**config.mk**
```make
export PLATFORM = sky130hd
export DESIGN_NAME = erase_timeout_calc
export DESIGN_NICKNAME = d
export VERILOG_FILES = /design/src/rtl/eto_pkg.sv /design/src/rtl/eto_divider.sv /design/src/rtl/eto_finalize.sv /design/src/rtl/erase_timeout_calc.sv
export SDC_FILE = /design/constraint.sdc
export NUM_CORES = 1
export LEC_CHECK = 0
export ABC_AREA = 1
export BUFFER_PORTS_ARGS = -buffer_cell sky130_fd_sc_hd__buf_2
export CORE_ASPECT_RATIO = 0.6
export CORE_MARGIN = 2
export CORE_UTILIZATION = 65
export CTS_CLUSTER_SIZE = 10
export DETAILED_ROUTE_END_ITERATION = 7
export PLACE_DENSITY = 0.83
export SLEW_MARGIN = 30
export SYNTH_ARGS = -nofsm -noshare
export SYNTH_HDL_FRONTEND = slang
export SYNTH_SLANG_ARGS = --single-unit
```
**constraint.sdc**
```tcl
create_clock -name clk -period 19.4 [get_ports clk]
set_input_delay 3.88 -clock clk [delete_from_list [all_inputs] [get_ports clk]]
set_output_delay 3.88 -clock clk [all_outputs]
set_load 0.05 [all_outputs]
```
**src/rtl/eto_pkg.sv**
```systemverilog
// Shared constants and the controller state type for the erase timeout
// calculator. Assumes all time arithmetic is in milliseconds.
package eto_pkg;
    localparam int unsigned MS_PER_S     = 1000;
    localparam int unsigned FLOOR_MS     = 1000;
    localparam int unsigned SURCHARGE_MS = 250;

    typedef enum logic [1:0] {
        ST_IDLE = 2'd0,
        ST_LOAD = 2'd1,
        ST_DIV  = 2'd2,
        ST_FIN  = 2'd3
    } eto_state_t;
endpackage

```
**src/rtl/eto_divider.sv**
```systemverilog
// Bit-serial restoring divider: one quotient bit per cycle, W cycles per
// division. Assumes the caller holds dividend/divisor only in the load cycle.
// A zero divisor yields an all-ones quotient; the caller must screen it.
module eto_divider #(
    parameter int W = 32
) (
    input  logic         clk,
    input  logic         rst_n,
    input  logic         load,
    input  logic [W-1:0] dividend,
    input  logic [W-1:0] divisor,
    output logic         valid,
    output logic [W-1:0] quotient,
    output logic         rem_nonzero
);
    localparam int CNT_W = $clog2(W + 1);

    logic [W:0]       rem_q;
    logic [W-1:0]     quo_q;
    logic [W-1:0]     dsr_q;
    logic [CNT_W-1:0] cnt_q;
    logic             run_q;
    logic [W:0]       shifted;
    logic [W:0]       trial;

    // Shift the next dividend bit in and try the subtraction.
    always_comb begin
        shifted = {rem_q[W-1:0], quo_q[W-1]};
        trial   = shifted - {1'b0, dsr_q};
    end

    // Iterate one restoring step per cycle and flag the final step.
    always_ff @(posedge clk) begin
        if (!rst_n) begin
            rem_q <= '0;
            quo_q <= '0;
            dsr_q <= '0;
            cnt_q <= '0;
            run_q <= 1'b0;
            valid <= 1'b0;
        end else if (load) begin
            rem_q <= '0;
            quo_q <= dividend;
            dsr_q <= divisor;
            cnt_q <= CNT_W'(W);
            run_q <= 1'b1;
            valid <= 1'b0;
        end else if (run_q) begin
            if (!trial[W]) begin
                rem_q <= trial;
                quo_q <= {quo_q[W-2:0], 1'b1};
            end else begin
                rem_q <= shifted;
                quo_q <= {quo_q[W-2:0], 1'b0};
            end
            cnt_q <= cnt_q - 1'b1;
            run_q <= (cnt_q != CNT_W'(1));
            valid <= (cnt_q == CNT_W'(1));
        end else begin
            valid <= 1'b0;
        end
    end

    assign quotient    = quo_q;
    assign rem_nonzero = |rem_q;
endmodule

```
**src/rtl/eto_finalize.sv**
```systemverilog
// Turns the quotient into the final timeout: round up, add the offset,
// clamp to the floor, then add the partial-AU surcharges. Purely
// combinational; assumes the sum fits in W bits for the operand widths used.
module eto_finalize #(
    parameter int W     = 32,
    parameter int OFS_W = 8
) (
    input  logic [W-1:0]     quotient,
    input  logic             rem_nonzero,
    input  logic             zero_div,
    input  logic [OFS_W-1:0] offset_s,
    input  logic             head_partial,
    input  logic             tail_partial,
    output logic [W-1:0]     result_ms
);
    import eto_pkg::*;

    logic [W-1:0] slope_ms;
    logic [W-1:0] base_ms;
    logic [W-1:0] floored_ms;
    logic [W-1:0] extra_ms;

    // Build base, floor and surcharge in that order.
    always_comb begin
        slope_ms   = zero_div ? '0 : quotient + W'(rem_nonzero);
        base_ms    = zero_div ? '0 : slope_ms + W'(offset_s) * W'(MS_PER_S);
        floored_ms = (base_ms < W'(FLOOR_MS)) ? W'(FLOOR_MS) : base_ms;
        extra_ms   = (W'(head_partial) + W'(tail_partial)) * W'(SURCHARGE_MS);
        result_ms  = floored_ms + extra_ms;
    end
endmodule

```
**src/rtl/erase_timeout_calc.sv**
```systemverilog
// Erase timeout calculator top: captures operands on start, multiplies the
// batch time (ms) by the AU count, divides by the batch AU count and
// finalizes. Assumes operands are valid in the start cycle only.
module erase_timeout_calc #(
    parameter int ET_W  = 8,
    parameter int N_W   = 16,
    parameter int OFS_W = 8,
    parameter int AU_W  = 12,
    parameter int RES_W = 32
) (
    input  logic             clk,
    input  logic             rst_n,
    input  logic             start,
    input  logic [ET_W-1:0]  batch_time_s,
    input  logic [N_W-1:0]   batch_aus,
    input  logic [OFS_W-1:0] offset_s,
    input  logic [AU_W-1:0]  au_count,
    input  logic             head_partial,
    input  logic             tail_partial,
    output logic             busy,
    output logic             done,
    output logic [RES_W-1:0] timeout_ms,
    output logic             div_error
);
    import eto_pkg::*;

    eto_state_t       state_q;
    logic [ET_W-1:0]  et_q;
    logic [N_W-1:0]   n_q;
    logic [OFS_W-1:0] ofs_q;
    logic [AU_W-1:0]  au_q;
    logic             head_q;
    logic             tail_q;
    logic             zero_q;
    logic [RES_W-1:0] product;
    logic             div_load;
    logic             div_valid;
    logic [RES_W-1:0] quotient;
    logic             rem_nz;
    logic [RES_W-1:0] final_ms;

    // Product formed before the division so no precision is lost.
    assign product  = RES_W'(et_q) * RES_W'(MS_PER_S) * RES_W'(au_q);
    assign div_load = (state_q == ST_LOAD);
    assign busy     = (state_q != ST_IDLE);

    // Sequence the operation and register the outputs.
    always_ff @(posedge clk) begin
        if (!rst_n) begin
            state_q    <= ST_IDLE;
            et_q       <= '0;
            n_q        <= '0;
            ofs_q      <= '0;
            au_q       <= '0;
            head_q     <= 1'b0;
            tail_q     <= 1'b0;
            zero_q     <= 1'b0;
            done       <= 1'b0;
            timeout_ms <= '0;
            div_error  <= 1'b0;
        end else begin
            done <= 1'b0;
            unique case (state_q)
                ST_IDLE: if (start) begin
                    et_q    <= batch_time_s;
                    n_q     <= batch_aus;
                    ofs_q   <= offset_s;
                    au_q    <= au_count;
                    head_q  <= head_partial;
                    tail_q  <= tail_partial;
                    zero_q  <= (batch_aus == '0);
                    state_q <= ST_LOAD;
                end
                ST_LOAD: state_q <= ST_DIV;
                ST_DIV:  if (div_valid) state_q <= ST_FIN;
                ST_FIN: begin
                    timeout_ms <= final_ms;
                    div_error  <= zero_q;
                    done       <= 1'b1;
                    state_q    <= ST_IDLE;
                end
                default: state_q <= ST_IDLE;
            endcase
        end
    end

    eto_divider #(.W(RES_W)) u_div (
        .clk         (clk),
        .rst_n       (rst_n),
        .load        (div_load),
        .dividend    (product),
        .divisor     (RES_W'(n_q)),
        .valid       (div_valid),
        .quotient    (quotient),
        .rem_nonzero (rem_nz)
    );

    eto_finalize #(.W(RES_W), .OFS_W(OFS_W)) u_fin (
        .quotient     (quotient),
        .rem_nonzero  (rem_nz),
        .zero_div     (zero_q),
        .offset_s     (ofs_q),
        .head_partial (head_q),
        .tail_partial (tail_q),
        .result_ms    (final_ms)
    );
endmodule

```
# After elaboration in Yosys (flattened, before gate mapping)
# Cells that the tools add are included.
classes:
  add_sub_neg: 6
  mul: 4
  magnitude_cmp: 1
  eq_ne: 7
  n_mux: 15
  bitwise_logic: 2
  reduce_logical: 9
op_table:
  columns: ["cell", "count"]
  rows:
  - ["32-bit two-way mux", 3]
  - ["30-bit two-way mux", 2]
  - ["33-bit two-way mux", 1]
  - ["33-bit OR reduction", 1]
  - ["33-bit by 16-bit subtractor with 33-bit output", 1]
  - ["32-bit by 1-bit adder with 32-bit output", 1]
  - ["32-bit by 18-bit adder with 32-bit output", 1]
  - ["32-bit adder", 1]
  - ["32-bit by 10-bit less-than comparator with 1-bit output, second input constant", 1]
  - ["32-bit by 7-bit multiplier with 31-bit output, second input constant", 1]
  - ["8-bit by 7-bit multiplier with 15-bit output, second input constant", 2]
  - ["15-bit by 12-bit multiplier with 27-bit output", 1]
  - ["16-bit logical NOT", 1]
  - ["6-bit two-way mux", 2]
  - ["2-bit one-hot mux with 4 select lines", 1]
  - ["6-bit by 1-bit == test with 1-bit output, second input constant", 1]
  - ["6-bit by 1-bit != test with 1-bit output, second input constant", 1]
  - ["6-bit by 1-bit subtractor with 6-bit output, second input constant", 1]
  - ["2-bit == test, second input constant", 2]
  - ["1-bit two-way mux", 4]
  - ["2-bit two-way mux", 2]
  - ["2-bit AND reduction", 2]
  - ["2-bit nonzero test", 2]
  - ["3-bit OR reduction", 1]
  - ["7 further kinds", 8]
totals:
  regBits: 172
  inputBits: 49
  out_inout_bits: 35
  wordCells: 63

# Depth between registers and ports, before layout
# Gate-level depths: netlist (run 1).
logic_depth:
  ltp_word: 8
  ltp_mapped: 54
  depth_no_buf: 54

# Hierarchy
# A second synthesis (run 1) with hierarchy kept.
hier_totals:
  cells_unflattened: 3353
  area_unflattened_um2: 22350.2
modules_own_cells:
  columns: ["mod", "instances", "cells_per_inst", "area_per_inst_um2", "seq_area_each_um2"]
  rows:
  - ["erase_timeout_calc", 1, 1440, 10611.4, 1661.6]
  - ["eto_divider", 1, 1057, 6762.7, 2102.0]
  - ["eto_finalize", 1, 856, 4976.0, 0.0]

# Worst setup path after synthesis (run 1)
# Ideal clock, no wire load.
synth_path:
  kind: "reg2reg"
  startpoint: "register et_q[2]"
  endpoint: "register u_div.quo_q[24] (netlist: u_div.quotient[24])"
  setup_ns: 0.070
  arrival_ns: 8.356
  required_time_ns: 19.330
  setup_slack_ns: 10.974
  path_stages_with_launch: 44
  n_path_buf: 0
  synth_period_minus_slack_ns: 8.426
  path_cell_list: "dfxtp_1 > fa_1 > inv_1 > fa_1 > fa_1 > inv_1 > fa_1 > ha_1 > a21oi_1 > nand2_1 > nand2_1 > nand2_1 > nand2_1 > nand2_1 > nand2_1 > nand2_1 > a21oi_1 > or2_2 > [8 not listed] > fa_1 > inv_1 > fa_1 > fa_1 > inv_1 > fa_1 > ha_1 > nand2_1 > nor2_1 > inv_1 > nor3_1 > nand2_1 > a21oi_1 > nor2_1 > o21ai_0 > a21oi_1 > a211o_1 > a21oi_1"
synth_between:
  elab_chain_len: 3
synth_lines:
  columns: ["element", "line_no", "text"]
  rows:
  - ["start: declaration", "erase_timeout_calc.sv:28", "logic [ET_W-1:0] et_q;"]
  - ["start signal: assignment", "erase_timeout_calc.sv:65", "et_q <= batch_time_s;"]
  - ["8-bit by 7-bit multiplier with 15-bit output", "erase_timeout_calc.sv:43", "assign product = RES_W'(et_q) * RES_W'(MS_PER_S) * RES_W'(au_q);"]
  - ["15-bit by 12-bit multiplier with 27-bit output", "erase_timeout_calc.sv:43", null]
  - ["30-bit two-way mux", "eto_divider.sv:41", "end else if (load) begin"]
  - ["end signal: assignment", "eto_divider.sv:43", "quo_q <= dividend;"]
  - ["end signal: assignment", "eto_divider.sv:51", "quo_q <= {quo_q[W-2:0], 1'b1};"]
  - ["end signal: assignment", "eto_divider.sv:54", "quo_q <= {quo_q[W-2:0], 1'b0};"]
  - ["end: declaration", "eto_divider.sv:19", "logic [W-1:0] quo_q;"]
# No other way between the ends.
# A chain may end at the register's enable or synchronous reset.

# Final worst setup path (run 1)
layout_path:
  startpoint: "register et_q[1]"
  endpoint: "register u_div.quo_q[29] (netlist: u_div.quotient[29])"
# The elaborated chain is that of the path after synthesis.

==> impl_results.html, run 1 <==
<table>
<tr><th>Metric</th><th>Value</th></tr>
<tr><th colspan="2">Status</th></tr>
<tr><td>Status</td><td>completed</td></tr>
<tr><th colspan="2">CTS</th></tr>
<tr><td>Postcts setup bufs</td><td>0</td></tr>
<tr><td>Clock-pin slew on the worst setup and hold paths</td><td>approximately 80 ps</td></tr>
<tr><td>Skew-Pair Late Insertion Delay</td><td>between 400 and 500 ps</td></tr>
<tr><td>Number of buffers added by the clock tree synthesis step</td><td>17</td></tr>
<tr><td>TritonCTS clock tree</td><td>done</td></tr>
<tr><td>Root Driver</td><td>clkbuf_16</td></tr>
<tr><td>Level count of the clock H-tree</td><td>4</td></tr>
<tr><td>Maximum count of clock buffers along a single path</td><td>2</td></tr>
<tr><td>Post_cts resized</td><td>0</td></tr>
<tr><td>Number of sinks handled by clock tree synthesis</td><td>between 150 and 200</td></tr>
<tr><td>Number of buffers added to fix hold violations after cts</td><td>0</td></tr>
<tr><th colspan="2">Timing</th></tr>
<tr><td>Setup repair after global routing missed its margin</td><td>false</td></tr>
<tr><td>Total of endpoints with negative setup slack in the final report</td><td>0</td></tr>
<tr><td>Setup Skew</td><td>15.6 ps</td></tr>
<tr><td>Actual slew at the worst max-slew pin</td><td>approximately 1000 ps</td></tr>
<tr><td>Final-report hold violation count</td><td>0</td></tr>
<tr><td>Final worst path period share</td><td>0.528</td></tr>
<tr><td>Minimum clock period after layout</td><td>between 10000 and 15000 ps</td></tr>
<tr><td>Worst setup margin</td><td>9150 ps</td></tr>
<tr><td>Max transition margin</td><td>0.345</td></tr>
<tr><td>Total Negative Setup Slacks</td><td>0 ps</td></tr>
<tr><td>Max-slew violation total from the final report</td><td>0</td></tr>
<tr><td>Upper clock frequency limit</td><td>slightly below 100 MHz</td></tr>
<tr><th colspan="2">Drt</th></tr>
<tr><td>Detail Route Antenna Nets</td><td>0</td></tr>
<tr><td>WL met3</td><td>6200 um</td></tr>
<tr><td>Post-detailed-route DRC marker count</td><td>0</td></tr>
<tr><td>Number of detailed-routing iterations run before antenna repair</td><td>6</td></tr>
<tr><td>Max layer used</td><td>met4</td></tr>
<tr><td>Overall routed net length</td><td>roughly 53000 um</td></tr>
<tr><td>Met1 wire length</td><td>~25000 um</td></tr>
<tr><td>Wire length on met2</td><td>~22000 um</td></tr>
<tr><td>Drt via density</td><td>between 5 and 6</td></tr>
<tr><td>Starting DRT DRC Count</td><td>between 1.5k and 2k</td></tr>
<tr><td>Vias</td><td>approximately 18k</td></tr>
<tr><td>Detail-routed net length per standard cell</td><td>roughly 17 um</td></tr>
<tr><th colspan="2">Finish</th></tr>
<tr><td>Post-route standard cell area excluding fillers</td><td>a little over 0.02 mm2</td></tr>
<tr><td>Layout Nets</td><td>around 3.2k</td></tr>
<tr><td>Ant. Diodes</td><td>0</td></tr>
<tr><td>Layout-stage area growth over the synthesis result</td><td>6.72%</td></tr>
<tr><td>Post-layout utilization of the core</td><td>0.708</td></tr>
<tr><td>Layout cell share with drive strength beyond 1</td><td>0.0731</td></tr>
<tr><th colspan="2">Die</th></tr>
<tr><td>Die X-Extent</td><td>between 200 and 250 um</td></tr>
<tr><td>Die extent in y</td><td>approximately 140 um</td></tr>
<tr><td>Initial core utilization</td><td>0.663</td></tr>
<tr><td>Number of top-level design ports</td><td>84</td></tr>
<tr><td>DIE AREA</td><td>around 0.031 mm2</td></tr>
<tr><td>Number of core rows</td><td>between 40 and 50</td></tr>
<tr><td>Area of the core</td><td>around 0.029 mm2</td></tr>
<tr><th colspan="2">Setup path</th></tr>
<tr><td>Stage delay of the slowest cell on the critical path</td><td>about 970 ps</td></tr>
<tr><td>Required arrival time at the worst endpoint</td><td>a little under 20000 ps</td></tr>
<tr><td>Critical path peak fanout</td><td>17</td></tr>
<tr><td>Critical path's most frequent cell</td><td>nand2_1</td></tr>
<tr><td>Slowest cell on the critical path</td><td>dfxtp_1</td></tr>
<tr><td>Worst path arrival time</td><td>about 11000 ps</td></tr>
<tr><td>Worst Setup End Kind</td><td>register</td></tr>
<tr><td>Critical Setup Path Class</td><td>register to register</td></tr>
<tr><td>Element type at the critical path start</td><td>register</td></tr>
<tr><th colspan="2">Synth</th></tr>
<tr><td>Post-synthesis instance area</td><td>between 0.015 and 0.02 mm2</td></tr>
<tr><td>Gate Count Post-Synth</td><td>between 2k and 3k</td></tr>
<tr><td>Syn Nets</td><td>3132</td></tr>
<tr><td>Count of yosys warnings during synthesis</td><td>0</td></tr>
<tr><td>Number of distinct standard cells referenced by the synthesized netlist</td><td>52</td></tr>
<tr><td>EDFF count, synth</td><td>0</td></tr>
<tr><td>Synth area leaders</td><td>fa_1 (18%), dfxtp_1 (18%), ha_1 (13%), nand2_1 (11%), inv_1 (9.1%)</td></tr>
<tr><td>Top cell type by total area after synthesis</td><td>fa_1</td></tr>
<tr><td>Top cell type's share of synthesized area</td><td>0.184</td></tr>
<tr><td>Share of async-settable or async-resettable flops after synthesis</td><td>0</td></tr>
<tr><td>Sequential area share after synthesis</td><td>0.180</td></tr>
<tr><td>Synthesized area per cell</td><td>roughly 7.1 um2</td></tr>
<tr><td>Seq cells post-synth</td><td>roughly 170</td></tr>
<tr><td>Most instantiated flip-flop cell in the synthesis netlist</td><td>dfxtp_1</td></tr>
<tr><th colspan="2">Placed design</th></tr>
<tr><td>Last weighted congestion value of the routability-driven placer</td><td>just under 1</td></tr>
<tr><td>Half-perimeter wire length after detailed placement</td><td>about 43000 um</td></tr>
<tr><td>Area after detailed placement</td><td>around 0.02 mm2</td></tr>
<tr><td>Setup slack at placement</td><td>roughly 9400 ps</td></tr>
<tr><td>Count of input and output buffers</td><td>between 80 and 90</td></tr>
<tr><th colspan="2">GRT</th></tr>
<tr><td>Pin count of the biggest net entering global routing</td><td>92</td></tr>
<tr><td>Via count of the first global-routing pass</td><td>17.3k</td></tr>
<tr><td>Wire length of the first global-routing pass</td><td>87300 um</td></tr>
<tr><td>Global-route total usage across every layer</td><td>0.361</td></tr>
<tr><td>Total congestion overflow after global routing</td><td>0</td></tr>
<tr><td>Number of antenna violations at the first check in global routing</td><td>1</td></tr>
<tr><th colspan="2">Run</th></tr>
<tr><td>Max-capacitance violation count</td><td>0</td></tr>
<tr><th colspan="2">Hold path</th></tr>
<tr><td>Worst Hold Class</td><td>register to register</td></tr>
</table>
==> Yosys cell counts, types with 19 or more instances <==
library cell and instances:
nand2_1 585, inv_1 462, nor2_1 257, a21oi_1 197, o21ai_0 193, ha_1 192
fa_1 176, dfxtp_1 172, nand3_1 99, clkbuf_1 70, xor2_1 38, nor3_1 33
a31oi_1 22, nand4_1 20, nand2_2 19
==> state kept, by name (all words and copies together), names as in the netlist, 2 cells and up <==
signal and count:
u_div.rem_q 33, timeout_ms 32, ofs_q 8, n_q 16, state_q 2, u_div.quotient 32
au_q 12, u_div.cnt_q 6, u_div.dsr_q 16, et_q 8
==> placed cells by master (no fill, tap or decap), types with 38 or more instances in the layout <==
cell type / instances
a21oi_1: 197
buf_2: 83
dfxtp_1: 172
fa_1: 176
ha_1: 192
inv_1: 461
nand2_1: 584
nand3_1: 99
nor2_1: 255
o21ai_0: 192
xor2_1: 38
==> routing by layer <==
| metal | track usage | vias to the layer above |
|---|---|---|
| li1 | - | 8680 |
| met1 | 0.518 | 8349 |
| met2 | 0.527 | 816 |
| met3 | 0.124 | 50 |
| met4 | 0.0681 | 0 |
| met5 | 0 | - |
==> logic make-up after synthesis <==
group                    share of synthesized area
flip-flops                                   0.180
adder cells (fa/ha/maj)                      0.309
AND/OR/NAND/NOR                              0.240
buffers and inverters                        0.110
XOR/XNOR                                    0.0256
AO/OA/AOI/OAI                                0.136
==> stage by stage <==
step	instances	hold WS [ps]
finish	3163	456
global placement	3131	438
floorplan	2715	427
CTS	3163	456
detailed placement	3131	443
global route	3163	491
==> critical path, delay by kind of cell, from the launching register on <==
kind | cells | cell delay (ps)
buffers and inverters | 6 | 570
xor gates and xnor gates | 1 | 150
AOI/OAI and AO/OA | 5 | 940
adders and majority gates | 11 | 5270
DFF | 1 | 970
and+or+nand+nor | 18 | 2280
==> path summary, 6_finish.rpt <==
check                           slack, ps  cells past startpoint          start                  to
worst max-delay path                 9150                     41        et_q[1]  u_div.quotient[29]
worst max register to register       9150                     41        et_q[1]  u_div.quotient[29]
worst min-delay path                  460                      2  timeout_ms[4]       timeout_ms[4]
worst min register to register        460                      2  timeout_ms[4]       timeout_ms[4]
==> area by class of cell <==
class                   instances  area (um2)
multi-input cells            1985       13600
fillers                      2467        8440
flip-flops and latches        172        3440
inverters                     478        1800
repair buffers                 96         513
well taps                     400         500
clock buffers                  18         429
clock inverters                14         150
Power of run 1 is left out: the tool's default activity adds up to more than one toggle a clock period on the data nets, which glitch-free logic cannot reach.
==> run 2: changes to the inputs <==
--- a/config.mk
+++ b/config.mk
@@ -9,10 +9,10 @@
 export BUFFER_PORTS_ARGS = -buffer_cell sky130_fd_sc_hd__buf_2
 export CORE_ASPECT_RATIO = 0.6
 export CORE_MARGIN = 2
-export CORE_UTILIZATION = 65
+export CORE_UTILIZATION = 58
 export CTS_CLUSTER_SIZE = 10
 export DETAILED_ROUTE_END_ITERATION = 7
-export PLACE_DENSITY = 0.83
+export PLACE_DENSITY = 0.79
 export SLEW_MARGIN = 30
 export SYNTH_ARGS = -nofsm -noshare
 export SYNTH_HDL_FRONTEND = slang
==> constraint.sdc (replaced) <==
create_clock -name clk -period 8.6 [get_ports clk]
set_input_delay 1.72 -clock clk [delete_from_list [all_inputs] [get_ports clk]]
set_output_delay 1.72 -clock clk [all_outputs]
set_load 0.05 [all_outputs]
==> run 2 against run 1 <==
  * The flow now finishes with violations (setup timing)
  * Clock-buffer cell count rose by 1
  * Utilization down 3.5 points
  * Design area increased by 6.9%
  * Via count rose by 3.0%
  * Cell count rose by 3.9%
  * Critical endpoint is now u_div.quotient[24]
  * Largest cell class unchanged
==> impl_results.html, run 2 (synthesis gave the netlist of run 1 again) <==
<table>
<tr><th>Metric</th><th>Value</th></tr>
<tr><th colspan="2">Setup path</th></tr>
<tr><td>Element type at the critical path start</td><td>register</td></tr>
<tr><td>Worst Setup End Kind</td><td>register</td></tr>
<tr><td>Required arrival time at the worst endpoint</td><td>8990 ps</td></tr>
<tr><td>Source of the critical timing path</td><td>et_q[1]</td></tr>
<tr><td>Critical Setup Path Class</td><td>register to register</td></tr>
<tr><td>Critical path peak fanout</td><td>4</td></tr>
<tr><td>Critical path's most frequent cell</td><td>fa_1</td></tr>
<tr><td>Slowest cell on the critical path</td><td>fa_1</td></tr>
<tr><td>Worst path arrival time</td><td>roughly 9000 ps</td></tr>
<tr><td>Stage delay of the slowest cell on the critical path</td><td>roughly 560 ps</td></tr>
<tr><td>R2r startpoint</td><td>et_q[1]</td></tr>
<tr><th colspan="2">Die</th></tr>
<tr><td>Die extent in y</td><td>145 um</td></tr>
<tr><td>Initial core utilization</td><td>0.590</td></tr>
<tr><td>Number of core rows</td><td>51</td></tr>
<tr><td>Die X-Extent</td><td>approximately 240 um</td></tr>
<tr><td>DIE AREA</td><td>between 0.03 and 0.04 mm2</td></tr>
<tr><td>Area of the core</td><td>0.0325 mm2</td></tr>
<tr><td>Number of top-level design ports</td><td>84</td></tr>
<tr><th colspan="2">GRT</th></tr>
<tr><td>Via count of the first global-routing pass</td><td>~17k</td></tr>
<tr><td>Global-route total usage across every layer</td><td>0.325</td></tr>
<tr><td>Pin count of the biggest net entering global routing</td><td>63</td></tr>
<tr><td>Number of antenna violations at the first check in global routing</td><td>0</td></tr>
<tr><td>Wire length of the first global-routing pass</td><td>roughly 88000 um</td></tr>
<tr><td>Total congestion overflow after global routing</td><td>0</td></tr>
<tr><th colspan="2">CTS</th></tr>
<tr><td>Maximum count of clock buffers along a single path</td><td>2</td></tr>
<tr><td>Root Driver</td><td>clkbuf_16</td></tr>
<tr><td>Number of sinks handled by clock tree synthesis</td><td>between 150 and 200</td></tr>
<tr><td>Number of buffers added by the clock tree synthesis step</td><td>17</td></tr>
<tr><td>Skew-Pair Late Insertion Delay</td><td>approximately 460 ps</td></tr>
<tr><td>Level count of the clock H-tree</td><td>4</td></tr>
<tr><td>TritonCTS clock tree</td><td>done</td></tr>
<tr><td>Clock-pin slew on the worst setup and hold paths</td><td>roughly 70 ps</td></tr>
<tr><th colspan="2">Drt</th></tr>
<tr><td>Detail Route Antenna Nets</td><td>0</td></tr>
<tr><td>Wire length on met2</td><td>between 20000 and 25000 um</td></tr>
<tr><td>Starting DRT DRC Count</td><td>1898</td></tr>
<tr><td>WL met3</td><td>6470 um</td></tr>
<tr><td>Number of detailed-routing iterations run before antenna repair</td><td>5</td></tr>
<tr><td>Max layer used</td><td>met4</td></tr>
<tr><td>Drt via density</td><td>roughly 5.6</td></tr>
<tr><td>Overall routed net length</td><td>approximately 56000 um</td></tr>
<tr><td>Detail-routed net length per standard cell</td><td>about 17 um</td></tr>
<tr><td>Post-detailed-route DRC marker count</td><td>0</td></tr>
<tr><td>Met1 wire length</td><td>approximately 26000 um</td></tr>
<tr><td>Vias</td><td>between 15k and 20k</td></tr>
<tr><th colspan="2">Finish</th></tr>
<tr><td>Layout Nets</td><td>~3.3k</td></tr>
<tr><td>Final non-filler cell total</td><td>about 3.3k</td></tr>
<tr><td>Leading cell type in the layout, fill and taps excluded</td><td>nand2_1</td></tr>
<tr><td>Top register by number of flip-flops</td><td>u_div.rem_q</td></tr>
<tr><td>Post-layout utilization of the core</td><td>0.673</td></tr>
<tr><td>Commonest non-fill, non-tap cells in the layout</td><td>nand2_1 (561), inv_1 (452), nor2_1 (246)</td></tr>
<tr><td>Layout-stage area growth over the synthesis result</td><td>14.1%</td></tr>
<tr><td>Ant. Diodes</td><td>0</td></tr>
<tr><td>Layout cell share with drive strength beyond 1</td><td>0.147</td></tr>
<tr><td>Flip-flop count of the largest register, all copies and words added</td><td>33</td></tr>
<tr><td>Post-route standard cell area excluding fillers</td><td>approximately 0.022 mm2</td></tr>
<tr><th colspan="2">Placed design</th></tr>
<tr><td>Half-perimeter wire length after detailed placement</td><td>approximately 44000 um</td></tr>
<tr><td>Area after detailed placement</td><td>about 0.021 mm2</td></tr>
<tr><td>Setup slack at placement</td><td>-236 ps</td></tr>
<tr><td>Placed Cells incl. Taps</td><td>between 3k and 4k</td></tr>
<tr><td>Count of input and output buffers</td><td>83</td></tr>
<tr><td>Last weighted congestion value of the routability-driven placer</td><td>0.987</td></tr>
<tr><th colspan="2">Run</th></tr>
<tr><td>Max-capacitance violation count</td><td>0</td></tr>
<tr><th colspan="2">Timing</th></tr>
<tr><td>Minimum clock period after layout</td><td>8610 ps</td></tr>
<tr><td>Actual slew at the worst max-slew pin</td><td>between 800 and 900 ps</td></tr>
<tr><td>Setup Skew</td><td>14.4 ps</td></tr>
<tr><td>Final worst path period share</td><td>1.00</td></tr>
<tr><td>Upper clock frequency limit</td><td>~120 MHz</td></tr>
<tr><td>Setup repair after global routing missed its margin</td><td>true</td></tr>
<tr><td>Max-slew violation total from the final report</td><td>0</td></tr>
<tr><td>Max transition margin</td><td>0.406</td></tr>
<tr><td>Total of endpoints with negative setup slack in the final report</td><td>1</td></tr>
<tr><td>Final-report hold violation count</td><td>0</td></tr>
<tr><td>Worst setup margin</td><td>-11.7 ps</td></tr>
<tr><th colspan="2">Status</th></tr>
<tr><td>Violations in the final reports</td><td>setup timing</td></tr>
<tr><td>Status</td><td>complete, but fails checks</td></tr>
<tr><th colspan="2">Hold path</th></tr>
<tr><td>Worst Hold Class</td><td>register to register</td></tr>
<tr><td>Hold_sp</td><td>timeout_ms[11]</td></tr>
</table>
[run 2: worst paths after layout]
check        slack, ps  cells past startpoint            endpoint
min reg2reg        460                      2      timeout_ms[11]
max reg2reg        -10                     43  u_div.quotient[24]
min                460                      2      timeout_ms[11]
max                -10                     43  u_div.quotient[24]
[run 2: critical path, delay by kind of cell, from the launching register on]
kind | cells | cell delay, ps
DFF | 1 | 360
buffers and inverters | 7 | 360
AOI/OAI and AO/OA | 8 | 1280
and+or+nand+nor | 17 | 1390
adders and majority gates | 11 | 5120
[run 2: through the flow]
stage                     setup TNS (ps)  hold slack (ps)
after CTS                              0              462
after global placement             -3.82              435
after detailed placement            -950              447
final                              -11.7              457
after global routing               -1890              476
after floorplan                        0              427
[run 2: timing repair]
action	4_1_cts	5_1_grt
setup buffers	0	12
pin swaps	4	67
hold buffers	0	0
setup endpoints to repair	8	34
resized for setup	14	154
[run 2: cell type report]
cell class	count	area, um2
Clock buffer	19	443
Clock inverter	12	113
Fill cell	2805	10600
Inverter	478	1810
Multi-Input combinational cell	1985	14200
Sequential cell	172	3450
Tap cell	424	531
Timing Repair Buffer	196	1290
[run 2: metal layers]
layer	up-vias	GRT usage
li1	8878	-
met1	8696	0.474
met2	807	0.472
met3	42	0.106
met4	0	0.0572
met5	-	0
Power of run 2 is left out for the same reason.
